**config.mk**
```make
export PLATFORM = sky130hd
export DESIGN_NAME = ser3_regslave
export DESIGN_NICKNAME = d
export VERILOG_FILES = /design/src/rtl/ser3_pkg.sv /design/src/rtl/ser3_sync.sv /design/src/rtl/ser3_regbank.sv /design/src/rtl/ser3_engine.sv /design/src/rtl/ser3_regslave.sv
export SDC_FILE = /design/constraint.sdc
export NUM_CORES = 1
export LEC_CHECK = 0
export ABC_AREA = 1
export CORE_MARGIN = 2
export CORE_UTILIZATION = 28
export DETAILED_ROUTE_END_ITERATION = 16
export SETUP_SLACK_MARGIN = 0.2
export SLEW_MARGIN = 20
export SYNTH_ARGS = -nofsm -noshare
export SYNTH_HDL_FRONTEND = slang
export SYNTH_SLANG_ARGS = --single-unit
export TNS_END_PERCENT = 20
```
**constraint.sdc**
```tcl
create_clock -name clk -period 4.76 [get_ports clk]
set_clock_uncertainty 0.15 [all_clocks]
set_input_delay 0.952 -clock clk [delete_from_list [all_inputs] [get_ports clk]]
set_output_delay 0.952 -clock clk [all_outputs]
set_load 0.02 [all_outputs]
```
**src/rtl/ser3_pkg.sv**
```systemverilog
package ser3_pkg;

  typedef enum logic [2:0] {
    PH_IDLE,
    PH_CMD,
    PH_WRITE,
    PH_READ,
    PH_IGNORE
  } phase_t;

  localparam logic [3:0] MODE_WR = 4'b0011;
  localparam logic [3:0] MODE_RD = 4'b1100;

  // address step with wrap at the register count
  function automatic int unsigned wrap_inc(input int unsigned a, input int unsigned depth);
    return (a + 1 >= depth) ? 0 : a + 1;
  endfunction

  // phase entered once the command byte is complete
  function automatic phase_t decode_mode(input logic [3:0] m);
    if (m == MODE_WR) return PH_WRITE;
    if (m == MODE_RD) return PH_READ;
    return PH_IGNORE;
  endfunction

endpackage

```
**src/rtl/ser3_sync.sv**
```systemverilog
module ser3_sync #(
  parameter int W      = 4,
  parameter int STAGES = 2
) (
  input  logic         clk,
  input  logic         rst_n,
  input  logic [W-1:0] d,
  output logic [W-1:0] q
);
  logic [W-1:0] st [STAGES];

  always_ff @(posedge clk or negedge rst_n) begin
    if (!rst_n) begin
      for (int i = 0; i < STAGES; i++) st[i] <= '0;
    end else begin
      st[0] <= d;
      for (int i = 1; i < STAGES; i++) st[i] <= st[i-1];
    end
  end

  assign q = st[STAGES-1];
endmodule

```
**src/rtl/ser3_regbank.sv**
```systemverilog
module ser3_regbank #(
  parameter int          DW       = 8,
  parameter int          AW       = 4,
  parameter int          CTRL_IDX = 15,
  parameter logic [7:0]  CLR_MASK = 8'h07
) (
  input  logic          clk,
  input  logic          rst_n,
  input  logic          wr_en,
  input  logic [AW-1:0] wr_addr,
  input  logic [DW-1:0] wr_data,
  input  logic [AW-1:0] rd_addr,
  output logic [DW-1:0] rd_data,
  input  logic          clr
);
  localparam int DEPTH = 1 << AW;
  localparam logic [DW-1:0] MASK = DW'(CLR_MASK);

  logic [DW-1:0] mem [DEPTH];

  always_ff @(posedge clk or negedge rst_n) begin
    if (!rst_n) begin
      for (int i = 0; i < DEPTH; i++) mem[i] <= '0;
    end else begin
      if (wr_en) mem[wr_addr] <= wr_data;
      if (clr) mem[CTRL_IDX] <= mem[CTRL_IDX] & ~MASK;
    end
  end

  assign rd_data = mem[rd_addr];

  // a main-enable drop leaves the control bits at zero
  p_ctrl_cleared_r9: assert property (@(posedge clk) disable iff (!rst_n)
    clr |=> ((mem[CTRL_IDX] & MASK) == '0));
endmodule

```
**src/rtl/ser3_engine.sv**
```systemverilog
module ser3_engine
  import ser3_pkg::*;
#(
  parameter int DW = 8,
  parameter int AW = 4
) (
  input  logic          clk,
  input  logic          rst_n,
  input  logic          access,
  input  logic          sclk_s,
  input  logic          sdio_s,
  input  logic [DW-1:0] rd_data,
  output logic [AW-1:0] rd_addr,
  output logic          wr_en,
  output logic [AW-1:0] wr_addr,
  output logic [DW-1:0] wr_data,
  output logic          drive,
  output logic          dout
);
  localparam int DEPTH = 1 << AW;
  localparam int BCW   = $clog2(DW);
  localparam int MW    = DW - AW;

  phase_t        phase;
  logic          sclk_d, access_d;
  logic [DW-1:0] sh, out_sr;
  logic [BCW-1:0] bcnt;
  logic [AW-1:0] addr;

  // named events for checking
  logic          sclk_rise, acc_rise, step, last_bit, byte_done;
  logic [DW-1:0] byte_in;
  logic [AW-1:0] addr_inc;

  assign sclk_rise = sclk_s & ~sclk_d;
  assign acc_rise  = access & ~access_d;
  assign step      = access & ~acc_rise & sclk_rise & (phase != PH_IDLE);
  assign last_bit  = (bcnt == BCW'(DW - 1));
  assign byte_done = step & last_bit;
  assign byte_in   = {sh[DW-2:0], sdio_s};
  assign addr_inc  = AW'(wrap_inc(32'(addr), DEPTH));

  assign rd_addr = (phase == PH_CMD) ? byte_in[DW-1 -: AW] : addr_inc;
  assign wr_en   = byte_done & (phase == PH_WRITE);
  assign wr_addr = addr;
  assign wr_data = byte_in;
  assign drive   = (phase == PH_READ);
  assign dout    = out_sr[DW-1];

  always_ff @(posedge clk or negedge rst_n) begin
    if (!rst_n) begin
      phase    <= PH_IDLE;
      sclk_d   <= 1'b0;
      access_d <= 1'b0;
      sh       <= '0;
      out_sr   <= '0;
      bcnt     <= '0;
      addr     <= '0;
    end else begin
      sclk_d   <= sclk_s;
      access_d <= access;
      if (acc_rise) begin
        phase <= PH_CMD;
        bcnt  <= '0;
      end else if (!access) begin
        phase <= PH_IDLE;
        bcnt  <= '0;
      end else if (step) begin
        sh   <= byte_in;
        bcnt <= last_bit ? '0 : bcnt + 1'b1;
        case (phase)
          PH_CMD: if (last_bit) begin
            addr   <= byte_in[DW-1 -: AW];
            phase  <= decode_mode(4'(byte_in[MW-1:0]));
            out_sr <= rd_data;
          end
          PH_WRITE: if (last_bit) addr <= addr_inc;
          PH_READ: begin
            if (last_bit) begin
              addr   <= addr_inc;
              out_sr <= rd_data;
            end else begin
              out_sr <= {out_sr[DW-2:0], 1'b0};
            end
          end
          default: ;
        endcase
      end
    end
  end

  // every combined-enable rise restarts at the command byte
  p_restart_cmd_r1: assert property (@(posedge clk) disable iff (!rst_n)
    acc_rise |=> (phase == PH_CMD) && (bcnt == '0));
  // a store happens only at the end of a full byte
  p_full_byte_r5: assert property (@(posedge clk) disable iff (!rst_n)
    wr_en |=> (bcnt == '0));
  // the address steps with wrap after each data byte
  p_addr_wrap_r7: assert property (@(posedge clk) disable iff (!rst_n)
    (byte_done && (phase == PH_WRITE || phase == PH_READ)) |=>
      (addr == AW'(wrap_inc(32'($past(addr)), DEPTH))));
  // an ignored transfer neither stores nor drives
  p_ignore_quiet_r8: assert property (@(posedge clk) disable iff (!rst_n)
    (phase == PH_IGNORE) |-> (!wr_en && !drive));
endmodule

```
**src/rtl/ser3_regslave.sv**
```systemverilog
module ser3_regslave #(
  parameter int         DW          = 8,
  parameter int         AW          = 4,
  parameter int         SYNC_STAGES = 2,
  parameter int         CTRL_IDX    = 15,
  parameter logic [7:0] CLR_MASK    = 8'h07
) (
  input  logic clk,
  input  logic rst_n,
  input  logic ce_main,
  input  logic ce_aux,
  input  logic sclk,
  input  logic sdio_in,
  output logic sdio_out,
  output logic sdio_oe,
  output logic fout_en
);
  logic [3:0]    syn;
  logic          ce_main_s, ce_aux_s, sclk_s, sdio_s;
  logic          ce_main_d, access, clr, drive, dout, wr_en;
  logic [AW-1:0] rd_addr, wr_addr;
  logic [DW-1:0] rd_data, wr_data;

  ser3_sync #(.W(4), .STAGES(SYNC_STAGES)) u_sync (
    .clk(clk), .rst_n(rst_n),
    .d({ce_main, ce_aux, sclk, sdio_in}), .q(syn)
  );
  assign {ce_main_s, ce_aux_s, sclk_s, sdio_s} = syn;

  always_ff @(posedge clk or negedge rst_n) begin
    if (!rst_n) ce_main_d <= 1'b0;
    else        ce_main_d <= ce_main_s;
  end

  assign access = ce_main_s & ce_aux_s;
  assign clr    = ce_main_d & ~ce_main_s;

  ser3_engine #(.DW(DW), .AW(AW)) u_eng (
    .clk(clk), .rst_n(rst_n), .access(access), .sclk_s(sclk_s), .sdio_s(sdio_s),
    .rd_data(rd_data), .rd_addr(rd_addr), .wr_en(wr_en), .wr_addr(wr_addr),
    .wr_data(wr_data), .drive(drive), .dout(dout)
  );

  ser3_regbank #(.DW(DW), .AW(AW), .CTRL_IDX(CTRL_IDX), .CLR_MASK(CLR_MASK)) u_bank (
    .clk(clk), .rst_n(rst_n), .wr_en(wr_en), .wr_addr(wr_addr), .wr_data(wr_data),
    .rd_addr(rd_addr), .rd_data(rd_data), .clr(clr)
  );

  assign sdio_oe  = ce_main & drive;
  assign sdio_out = dout;
  assign fout_en  = ce_aux_s;

  // the line is only driven inside an enabled transfer
  p_oe_in_access_r1: assert property (@(posedge clk) disable iff (!rst_n)
    sdio_oe |-> $past(access));
  // the frequency enable rises only after the aux enable was high
  p_fout_source_r10: assert property (@(posedge clk) disable iff (!rst_n)
    $rose(fout_en) |-> $past(ce_aux));
endmodule

```
* Yosys cells after proc, flatten, opt, wreduce, memory -nomap -nowiden
Cells that the tools add are included. Widths: inputs -> output; s select.
Operators by class: add/subtract/negate cells 2, $lt $le $gt $ge 4, eq/ne operators 11, mux-type cells 42, bitwise operators 17, reduce and logical (&&, ||, !) cells 11
Operator list (count):
- $bwmux 128 | 1
- $mux 3 | 15
- $mux 8 | 5
- $bmux 8 s4 | 1
- $demux 8 s4 | 1
- $mux 4 | 4
- $pmux 8 s2 | 1
- $ge 5x5->1 const B | 3
- $mux 1 | 13
- $and 1x1->1 | 10
- $not 4->5 | 2
- $ne 3x3->1 const B | 3
- $pmux 4 s2 | 1
- $eq 3x2->1 const B | 2
- $reduce_and 3->1 | 2
- $reduce_and 6->1 | 1
- $reduce_bool 2->1 | 3
- $add 4x1->5 const B | 1
- $lt 5x1->1 const B | 1
- $not 1->1 | 5
- $reduce_and 5->1 | 1
- $eq 4x2->1 const B | 1
- $eq 4x4->1 const B | 1
- $ne 2x1->1 const B | 2
- other kinds (7) | 7
Storage, ports and cells: register bits 164, bits of input ports 6, output and inout bits 3, word-level logic and storage cells 114

* Longest topological paths before layout
Gate-level depths: netlist (run 1).
word-level depth 22, depth in mapped cells 15, depth with buffers taken out 12

* Hierarchy
Synthesis (run 1) repeated with hierarchy kept, for this count alone.
Second synthesis, totals: cells, all modules 1068, area, all modules 8018.9 µm²
By module, submodules not included:
- ser3_regbank | instances 1, cells each 834, area an instance 6203.4 µm², seq. area each 3203.1 µm²
- ser3_engine | instances 1, cells each 215, area an instance 1537.7 µm², seq. area each 675.6 µm²
- ser3_sync | instances 1, cells each 12, area an instance 230.2 µm², seq. area each 200.2 µm²
- ser3_regslave | instances 1, cells each 7, area an instance 47.5 µm², seq. area each 25.0 µm²

* Least setup slack after synthesis (run 1)
OpenSTA, ideal clock, no wires.
path kind input port to output port, from input ce_main, to output sdio_oe, arrival time 1.266 ns, required time 3.658 ns, slack 2.392 ns, cell stages on the path 2, path buffers 0, cells stage by stage inv_1 -> nor2_1
Between the ends: longest elaborated chain between the ends 1
Ends and longest elaborated chain:
- from (decl) | line ser3_regslave.sv:10 | input logic ce_main,
- $and 1x1->1 | line ser3_regslave.sv:49 | assign sdio_oe = ce_main & drive;
- to (decl) | line ser3_regslave.sv:15 | output logic sdio_oe,
Every way passes these cells.

* Worst setup path in the final report (run 1)
Ends and elaborated chain as after synthesis.

==> results of run 1 <==
-- cells by family after synthesis --
kind of cell	count (synthesis)	synth area share (%)
adder cells (fa/ha/maj)	6	0.924
AO/OA/AOI/OAI	158	10.5
AND/OR/NAND/NOR	481	26.7
buffers and inverters	214	11.3
flip-flops	164	50.5
XOR/XNOR	1	0.108
-- how the worst min path moves through the flow --
| stage | start | endpoint | slack (ps) | depth (start not counted) |
|---|---|---|---|---|
| 2_1_floorplan | u_sync.st[4] | u_sync.q[0] | 180 | 0 |
| 3_3_place_gp | u_sync.st[6] | u_sync.q[2] | 180 | 0 |
| 3_5_place_dp | u_sync.st[4] | u_sync.q[0] | 190 | 0 |
| 4_1_cts | u_sync.st[4] | u_sync.q[0] | 200 | 0 |
| 5_1_grt | u_sync.st[6] | u_sync.q[2] | 200 | 0 |
| 6_report | u_sync.st[4] | u_sync.q[0] | 200 | 0 |
-- cells in the final DEF, fill, tap and decap left out, drive strengths merged --
cell,netlist,layout
inv,160,161
nor3,1,1
o211ai,5,5
o31ai,1,1
bufinv,0,1
nor2,33,33
dfrtp,164,164
nand3,165,165
xnor2,1,1
a32o,1,1
a21oi,2,2
o22ai,3,3
clkbuf,22,22
nand4,2,2
clkinvlp,0,4
o2111ai,1,1
buf,31,11
clkdlybuf4s50,0,7
o21ai,144,144
a311oi,1,1
ha,6,6
nand2,280,280
clkinv,1,3
-- synth_stat cells (all sizes together) --
cell | instances | area [µm²]
a21oi | 2 | 10.0
a311oi | 1 | 8.76
a32o | 1 | 10.0
buf | 31 | 226
clkbuf | 22 | 83.8
clkinv | 1 | 3.75
dfrtp | 164 | 4100
ha | 6 | 75.1
inv | 160 | 603
nand2 | 280 | 1110
nand3 | 165 | 841
nand4 | 2 | 12.5
nor2 | 33 | 185
nor3 | 1 | 16.3
o2111ai | 1 | 8.76
o211ai | 5 | 37.5
o21ai | 144 | 751
o22ai | 3 | 18.8
o31ai | 1 | 7.51
xnor2 | 1 | 8.76
-- metrics by stage --
step	util [%]	power, mW	setup WS (ps)	cell area, µm²	hold slack [ps]
6_report	31.5	2.84	1500	9010	198
5_1_grt	31.5	2.96	1350	9010	205
4_1_cts	31.5	2.87	1490	9010	199
3_5_place_dp	29.6	1.57	1480	8470	186
3_3_place_gp	29.6	1.57	1460	8470	185
2_1_floorplan	-	1.51	2390	8130	181
-- cell type report --
| type | instances | area (µm²) | share of cell area [%] |
|---|---|---|---|
| clock inverter | 8 | 78.8 | 0.875 |
| clock buffer | 22 | 464 | 5.15 |
| multi-input combinational | 646 | 3110 | 34.5 |
| inverter | 161 | 607 | 6.74 |
| sequential | 164 | 4100 | 45.5 |
| timing repair buffer | 18 | 169 | 1.87 |
| tap | 384 | 480 | 5.33 |
-- routing by layer --
| metal | share of wire [%] | routed length [µm] | vias to the layer above |
|---|---|---|---|
| li1 | - | - | 3204 |
| met1 | 48 | 9550 | 3064 |
| met2 | 46 | 9130 | 140 |
| met3 | 4.5 | 887 | 20 |
| met4 | 1.1 | 218 | 0 |
| met5 | 0 | 0 | - |
-- sequential cells by signal, summed over array words and instances (netlist names) --
signal          cells
u_bank.mem        128
u_eng.access_d      1
u_eng.wr_addr       4
u_eng.phase         3
u_sync.st           4
u_sync.q            4
u_eng.sclk_d        1
u_eng.bcnt          3
ce_main_d           1
u_eng.out_sr        8
u_eng.sh            7
-- power groups by stage --
stage / logic (mW) / clock network, mW / registers, mW
floorplan: 0.0796 / 0 / 1.43
global placement: 0.143 / 0 / 1.43
detailed placement: 0.145 / 0 / 1.43
CTS: 0.145 / 1.32 / 1.40
global route: 0.162 / 1.39 / 1.40
finish: 0.142 / 1.30 / 1.40
-- worst max-delay path: stages --
cell	delay (ps)
clkdlybuf4s50_1	470
inv_1	40
nor2_1	90
clkdlybuf4s50_1	610
==> flow_metrics.tcl, run 1 <==
set metrics [dict create \
    detail-route-antenna-nets 0 \
    cp-startpoint "ce_main" \
    reg2reg_depth 9 \
    worst_pin_slew_ps 1000 \
    place_hpwl_mm 12.3 \
    wl_per_cell_um 14.1 \
    cts_buffer_depth 2 \
    r2r_end "u_eng.out_sr[3]" \
    maxSlewViolCount 0 \
    drive_above_1_share_pct 7.46 \
    ctsResizeCount 0 \
    path_clk_slew_ps 60 \
    nNetsFinal 1020 \
    p_comb_share_pct 5.0 \
    num-fill-cells 3039 \
    drcViolationCount 0 \
    synthesis.area_per_instance_um2 7.93 \
    grtUsageTotal_pct 13.7 \
    dpl.cell_count 1373 \
    core_um2 28600 \
    power_frac_seq_pct 49.4 \
    io-pin-count 9 \
    num_rows 62 \
    firstDrtPassIters 5 \
    cp-start-kind "input port" \
    ys_ff_latch 164 \
    critPathKind "input port to output pin" \
    syn-cell-area_um2 8130 \
    synth.distinct_cells 34 \
    p_clk_share_pct 45.6 \
    wirelength_mm 19.8 \
    cp-end-kind "output pin" \
    fin_crit_sh_pct 68.5 \
    post_cts_buffers 0 \
    swShare_pct 23.3 \
    grt_pass1_vias 6058 \
    ys_warn_count 0 \
    die-width_um 174 \
    die_area_um2 30400 \
    cts_root_buf "clkbuf_16" \
    clock-sinks 164 \
    relSlewSlack_pct 33.2 \
    power_switching_mw 0.663 \
    grt.busiest_layer "met2" \
    port_buffers 8 \
    place_congestion 0.767 \
    r2r_start "u_eng.phase[2]" \
    p_int_mw 2.18 \
    rrSetupSlack_ps 1800 \
    hold_buffers 0 \
    tns_ps 0 \
    htreeDepth 4 \
    worstPathRequired_ps 3660 \
    status "finished clean" \
    grt_use_met2_pct 21.6 \
    setup_viol 0 \
    netlist_instances 1024 \
    cts_tree "built" \
    grt_overflow_total 0 \
    drt-initial-drc-count 525 \
    peakVddDrop_mv 0.243 \
    die_h_um 174 \
    antenna_found_initial 0 \
    hold_class "flop to flop" \
    grt_use_met1_pct 19.4 \
    numCtsBuffers 17 \
    p_leak_nw 4.10 \
    max-cap-violations 0 \
    seq_area_frac_synth_pct 50.5 \
    clock_latency_ps 430 \
    arrival_ps 2160 \
    hold_viol_final 0 \
    fin_crit_ps 3260 \
    area_delta_synth_final_pct 10.9 \
    avgViaCountPerCell 4.58 \
    grt_pass1_wl_mm 32.8 \
    crit_fanout 2 \
    initial_utilization_pct 28.4 \
    met3_usage_pct 2.78 \
    vias 6428 \
    rsz0062_at_grt "false" \
    antennaDiodeCount 0 \
    layout.cells.non_filler 1403 \
    power.density_nw_per_um2 315 \
    syn_nets 1036 \
    fmax_mhz 307 \
    critPathCapture "sdio_oe" \
    grt_max_degree 105 \
]
(Power assumes the default switching activity.)
==> inputs of run 2 (changes only) <==
- clock period: 4.76 -> 2.94 ns (I/O delays scaled with it)
==> flow_metrics.tcl, run 2 (synthesized netlist as in run 1, its figures left out) <==
set metrics [dict create \
    num_rows 62 \
    cp-start-kind "flop" \
    arrival_ps 1750 \
    drive_above_1_share_pct 8.98 \
    worst_pin_slew_ps 782 \
    rrSetupSlack_ps 530 \
    antennaDiodeCount 0 \
    fmax_mhz 402 \
    clock_latency_ps 430 \
    cts_tree "built" \
    nNetsFinal 1037 \
    grt_pass1_vias 6276 \
    final_common_cell "nand2_1" \
    min_from "u_sync.st[6]" \
    cp_num_buf_inv 3 \
    crit_fanout 7 \
    drcViolationCount 0 \
    place_congestion 0.809 \
    wirelength_mm 20.3 \
    die_area_um2 30400 \
    power.density_nw_per_um2 519 \
    top_register "u_bank.mem" \
    peakVddDrop_mv 0.361 \
    clock-sinks 164 \
    core_um2 28600 \
    drt-initial-drc-count 489 \
    grt_max_degree 60 \
    p_leak_nw 4.23 \
    status "finished clean" \
    place_hpwl_mm 13.1 \
    worstPathRequired_ps 2200 \
    grtUsageTotal_pct 14.0 \
    slowest_delay_ps 430 \
    crit_family "buffers and inverters" \
    max-cap-violations 0 \
    antenna_found_initial 0 \
    cts_buffer_depth 2 \
    area_delta_synth_final_pct 13.4 \
    io-pin-count 9 \
    hold_viol_final 0 \
    htreeDepth 4 \
    die-width_um 174 \
    wl_per_cell_um 14.3 \
    firstDrtPassIters 5 \
    grt_overflow_total 0 \
    crit_slowest_cell "dfrtp_1" \
    path_clk_slew_ps 60 \
    setup_viol 0 \
    top_regs "u_bank.mem (128), u_eng.out_sr (8), u_eng.sh (7)" \
    hold_depth 0 \
    fin_crit_ps 2490 \
    largest_reg_flops 128 \
    cp_cell_sequence "nor2_4, inv_2, nor2_1, inv_1, nor2_1, dlygate4sd2_1" \
    cp_common_cell "nor2_1" \
    grt_pass1_wl_mm 33.7 \
    port_buffers 8 \
    worst_slack_ps 452 \
    place_ws_ps 414 \
    holdPathEnd "u_sync.q[2]" \
    post_cts_buffers 0 \
    relSlewSlack_pct 47.8 \
    layout_common_cells "nand2_1, dfrtp_1, nand3_1, inv_1, o21ai_1" \
    r2r_end "u_bank.mem[37]" \
    r2r_start "u_eng.phase[0]" \
    initial_utilization_pct 28.4 \
    holdWs_ps 200 \
    fin_crit_sh_pct 84.6 \
    cp-startpoint "u_eng.phase[2]" \
    maxSlewViolCount 0 \
    rsz0062_at_grt "false" \
    die_h_um 174 \
    critPathKind "flop to output pin" \
    reg2reg_depth 8 \
    vias 6486 \
    cp-end-kind "output pin" \
    numCtsBuffers 17 \
    hold_class "flop to flop" \
    detail-route-antenna-nets 0 \
    cts_root_buf "clkbuf_16" \
    tns_ps 0 \
    avgViaCountPerCell 4.57 \
]
## run 2: stage by stage
| step | power [mW] | area (µm²) | cells | util [%] |
|---|---|---|---|---|
| 5_1_grt | 4.96 | 9220 | 1420 | 32.2 |
| 2_1_floorplan | 2.44 | 8130 | 1024 | - |
| 6_report | 4.78 | 9220 | 1420 | 32.2 |
| 4_1_cts | 4.83 | 9220 | 1420 | 32.2 |
| 3_3_place_gp | 2.56 | 8610 | 1389 | 30.1 |
| 3_5_place_dp | 2.56 | 8610 | 1389 | 30.1 |
## run 2: repair_timing
item                                   in CTS  in global routing
endpoints found under the hold margin      12                  0
setup endpoints to repair                   1                  0
hold buffers                                1                  0
gates resized for setup                     2                  0
## run 2: how the worst max path moves through the flow
stage                           end  slack [ps]  cells after the start
floorplan           u_eng.out_sr[0]         840                     14
global placement            sdio_oe         390                      4
detailed placement          sdio_oe         410                      4
CTS                         sdio_oe         430                      6
global route        u_eng.out_sr[0]         230                     13
finish                      sdio_oe         450                      6
## run 2: area by class of cell
type	count	area [µm²]
fill	2987	19400
sequential	164	4100
multi-input combinational	646	3110
inverter	161	607
tap	384	480
clock buffer	21	460
timing repair buffer	35	323
clock inverter	9	130
## run 2: per-layer routing
metal  share of wire, %  wire, µm  vias up  track usage, %
met5                  0         0        -               0
met4                2.0       409        0            4.52
met3                4.2       854       26            2.73
met2                 45      9150      123            21.6
met1                 49      9840     3090            19.8
li1                   -         -     3247               -
## run 2: power by group
group / internal [mW] / switching, mW / leakage (nW)
registers: 2.27 / 0.00637 / 2.27
clock network: 1.37 / 0.899 / 0.289
logic: 0.0718 / 0.171 / 1.67
==> inputs of run 3 (changes only) <==
- clock period: 2.94 -> 2.3 ns (I/O delays scaled with it)
==> flow_metrics.tcl, run 3 (synthesized netlist as in run 1, its figures left out) <==
set metrics [dict create \
    vias 6776 \
    final_common_cell "nand2_1" \
    antenna_found_initial 0 \
    maxSlewViolCount 0 \
    fmax_mhz 450 \
    cts_tree "built" \
    power_frac_seq_pct 46.7 \
    wirelength_mm 22.3 \
    die-width_um 174 \
    grtUsageTotal_pct 14.3 \
    hold_depth 0 \
    p_int_mw 4.76 \
    dpl_cell_area_um2 8750 \
    reg2reg_depth 5 \
    area_delta_synth_final_pct 22.6 \
    num_rows 62 \
    wl_per_cell_um 15.3 \
    detail-route-antenna-nets 0 \
    power_switching_mw 1.45 \
    grt_overflow_total 0 \
    firstDrtPassIters 5 \
    cts_buffer_depth 2 \
    initial_utilization_pct 28.4 \
    largest_reg_flops 128 \
    die_area_um2 30400 \
    grt_pass1_wl_mm 34.1 \
    clock_latency_ps 430 \
    min_from "u_sync.st[4]" \
    layout_common_cells "nand2_1, dfrtp_1, nand3_1, inv_1, o21ai_1" \
    power.density_nw_per_um2 624 \
    arrival_ps 2400 \
    holdWs_ps 198 \
    p_comb_share_pct 5.9 \
    fin_util_pct 34.8 \
    hold_viol_final 0 \
    tns_ps 0 \
    cp-end-kind "flop" \
    drive_above_1_share_pct 15.0 \
    crit_fanout 16 \
    p_leak_nw 4.54 \
    fin_crit_ps 2220 \
    p_clk_share_pct 47.4 \
    antennaDiodeCount 0 \
    clock-sinks 164 \
    nNetsFinal 1070 \
    worstPathRequired_ps 2480 \
    numCtsBuffers 17 \
    drt-initial-drc-count 618 \
    final_cell_area_um2 9960 \
    cts_root_buf "clkbuf_16" \
    critPathKind "flop to flop" \
    total_power_mw 6.22 \
    cp-startpoint "u_eng.wr_addr[2]" \
    core_um2 28600 \
    grt_pass1_vias 6214 \
    r2r_start "u_eng.wr_addr[2]" \
    swShare_pct 23.4 \
    io-pin-count 9 \
    path_clk_slew_ps 60 \
    peakVddDrop_mv 0.368 \
    avgViaCountPerCell 4.66 \
    hold_class "flop to flop" \
    htreeDepth 4 \
    top_regs "u_bank.mem (128), u_eng.out_sr (8), u_eng.sh (7)" \
    worst_pin_slew_ps 1070 \
    cp-start-kind "flop" \
    die_h_um 174 \
    port_buffers 8 \
    place_congestion 0.778 \
    place_hpwl_mm 13.0 \
    status "finished clean" \
    max-cap-violations 0 \
    setup_viol 0 \
    relSlewSlack_pct 28.9 \
    drcViolationCount 0 \
    top_register "u_bank.mem" \
    num-fill-cells 2952 \
    fin_crit_sh_pct 96.6 \
    rsz0062_at_grt "true" \
    grt_max_degree 52 \
]
## run 3: cell count changes in the layout (fill, tap and decap cells not counted), moves of 7 or more
cell and change:
buf_4 +11, buf_12 +10, buf_6 +7, nand2_1 -17, nand2_4 +9, nand2_8 +8
## run 3: critical path, stage by stage, from the launching register on
cell,delay [ps]
dfrtp_1,480
inv_1,110
nor2_1,750
nand3_1,170
buf_4,230
o21ai_0,230
## run 3: path summary, 6_finish.rpt
check	end	slack, ps
worst max register to register	u_bank.mem[67]	80
max in group asynchronous	u_bank.mem[123]	970
worst max-delay path	u_bank.mem[67]	80
worst min register to register	u_sync.q[0]	200
min in group asynchronous	u_bank.mem[43]	380
worst min-delay path	u_sync.q[0]	200
## run 3: stage by stage
stage          worst slack, ps  instances
3_5_place_dp              27.6       1399
2_1_floorplan              205       1024
6_report                  78.6       1455
4_1_cts                    140       1435
3_3_place_gp             -14.5       1399
5_1_grt                  -48.2       1455
## run 3: area by class of cell
type                            instances  area (µm²)  area share [%]
Clock buffer                           21         450            4.52
Tap cell                              384         480            4.82
Inverter                              161         614            6.17
Sequential cell                       164        4110            41.2
Clock inverter                         11         153            1.53
Multi-Input combinational cell        649        3410            34.2
Timing Repair Buffer                   65         753            7.56
## run 3: power by group through the flow
stage	combinational (mW)	sequential (mW)	clock, mW
3_3_place_gp	0.324	2.96	0
4_1_cts	0.348	2.90	3.00
5_1_grt	0.413	2.90	3.14
6_report	0.369	2.90	2.95
2_1_floorplan	0.165	2.96	0
3_5_place_dp	0.328	2.96	0
## run 3: metal layers
layer  up-vias  global-route usage, %  share of wire, %
met5         -                      0                 0
met4         0                   4.48               2.0
met3        27                   3.26               5.6
met2       173                   21.8                46
met1      3251                   20.2                46
li1       3325                      -                 -
## run 3: timing repair
action / in CTS / in global routing
setup endpoints to repair: 94 / 119
gates resized for setup: 17 / 65
buffers inserted: 1 / 15
hold buffers: 1 / 0
cloned: 2 / 5
endpoints found under the hold margin: 38 / 0
pin swaps: 1 / 14
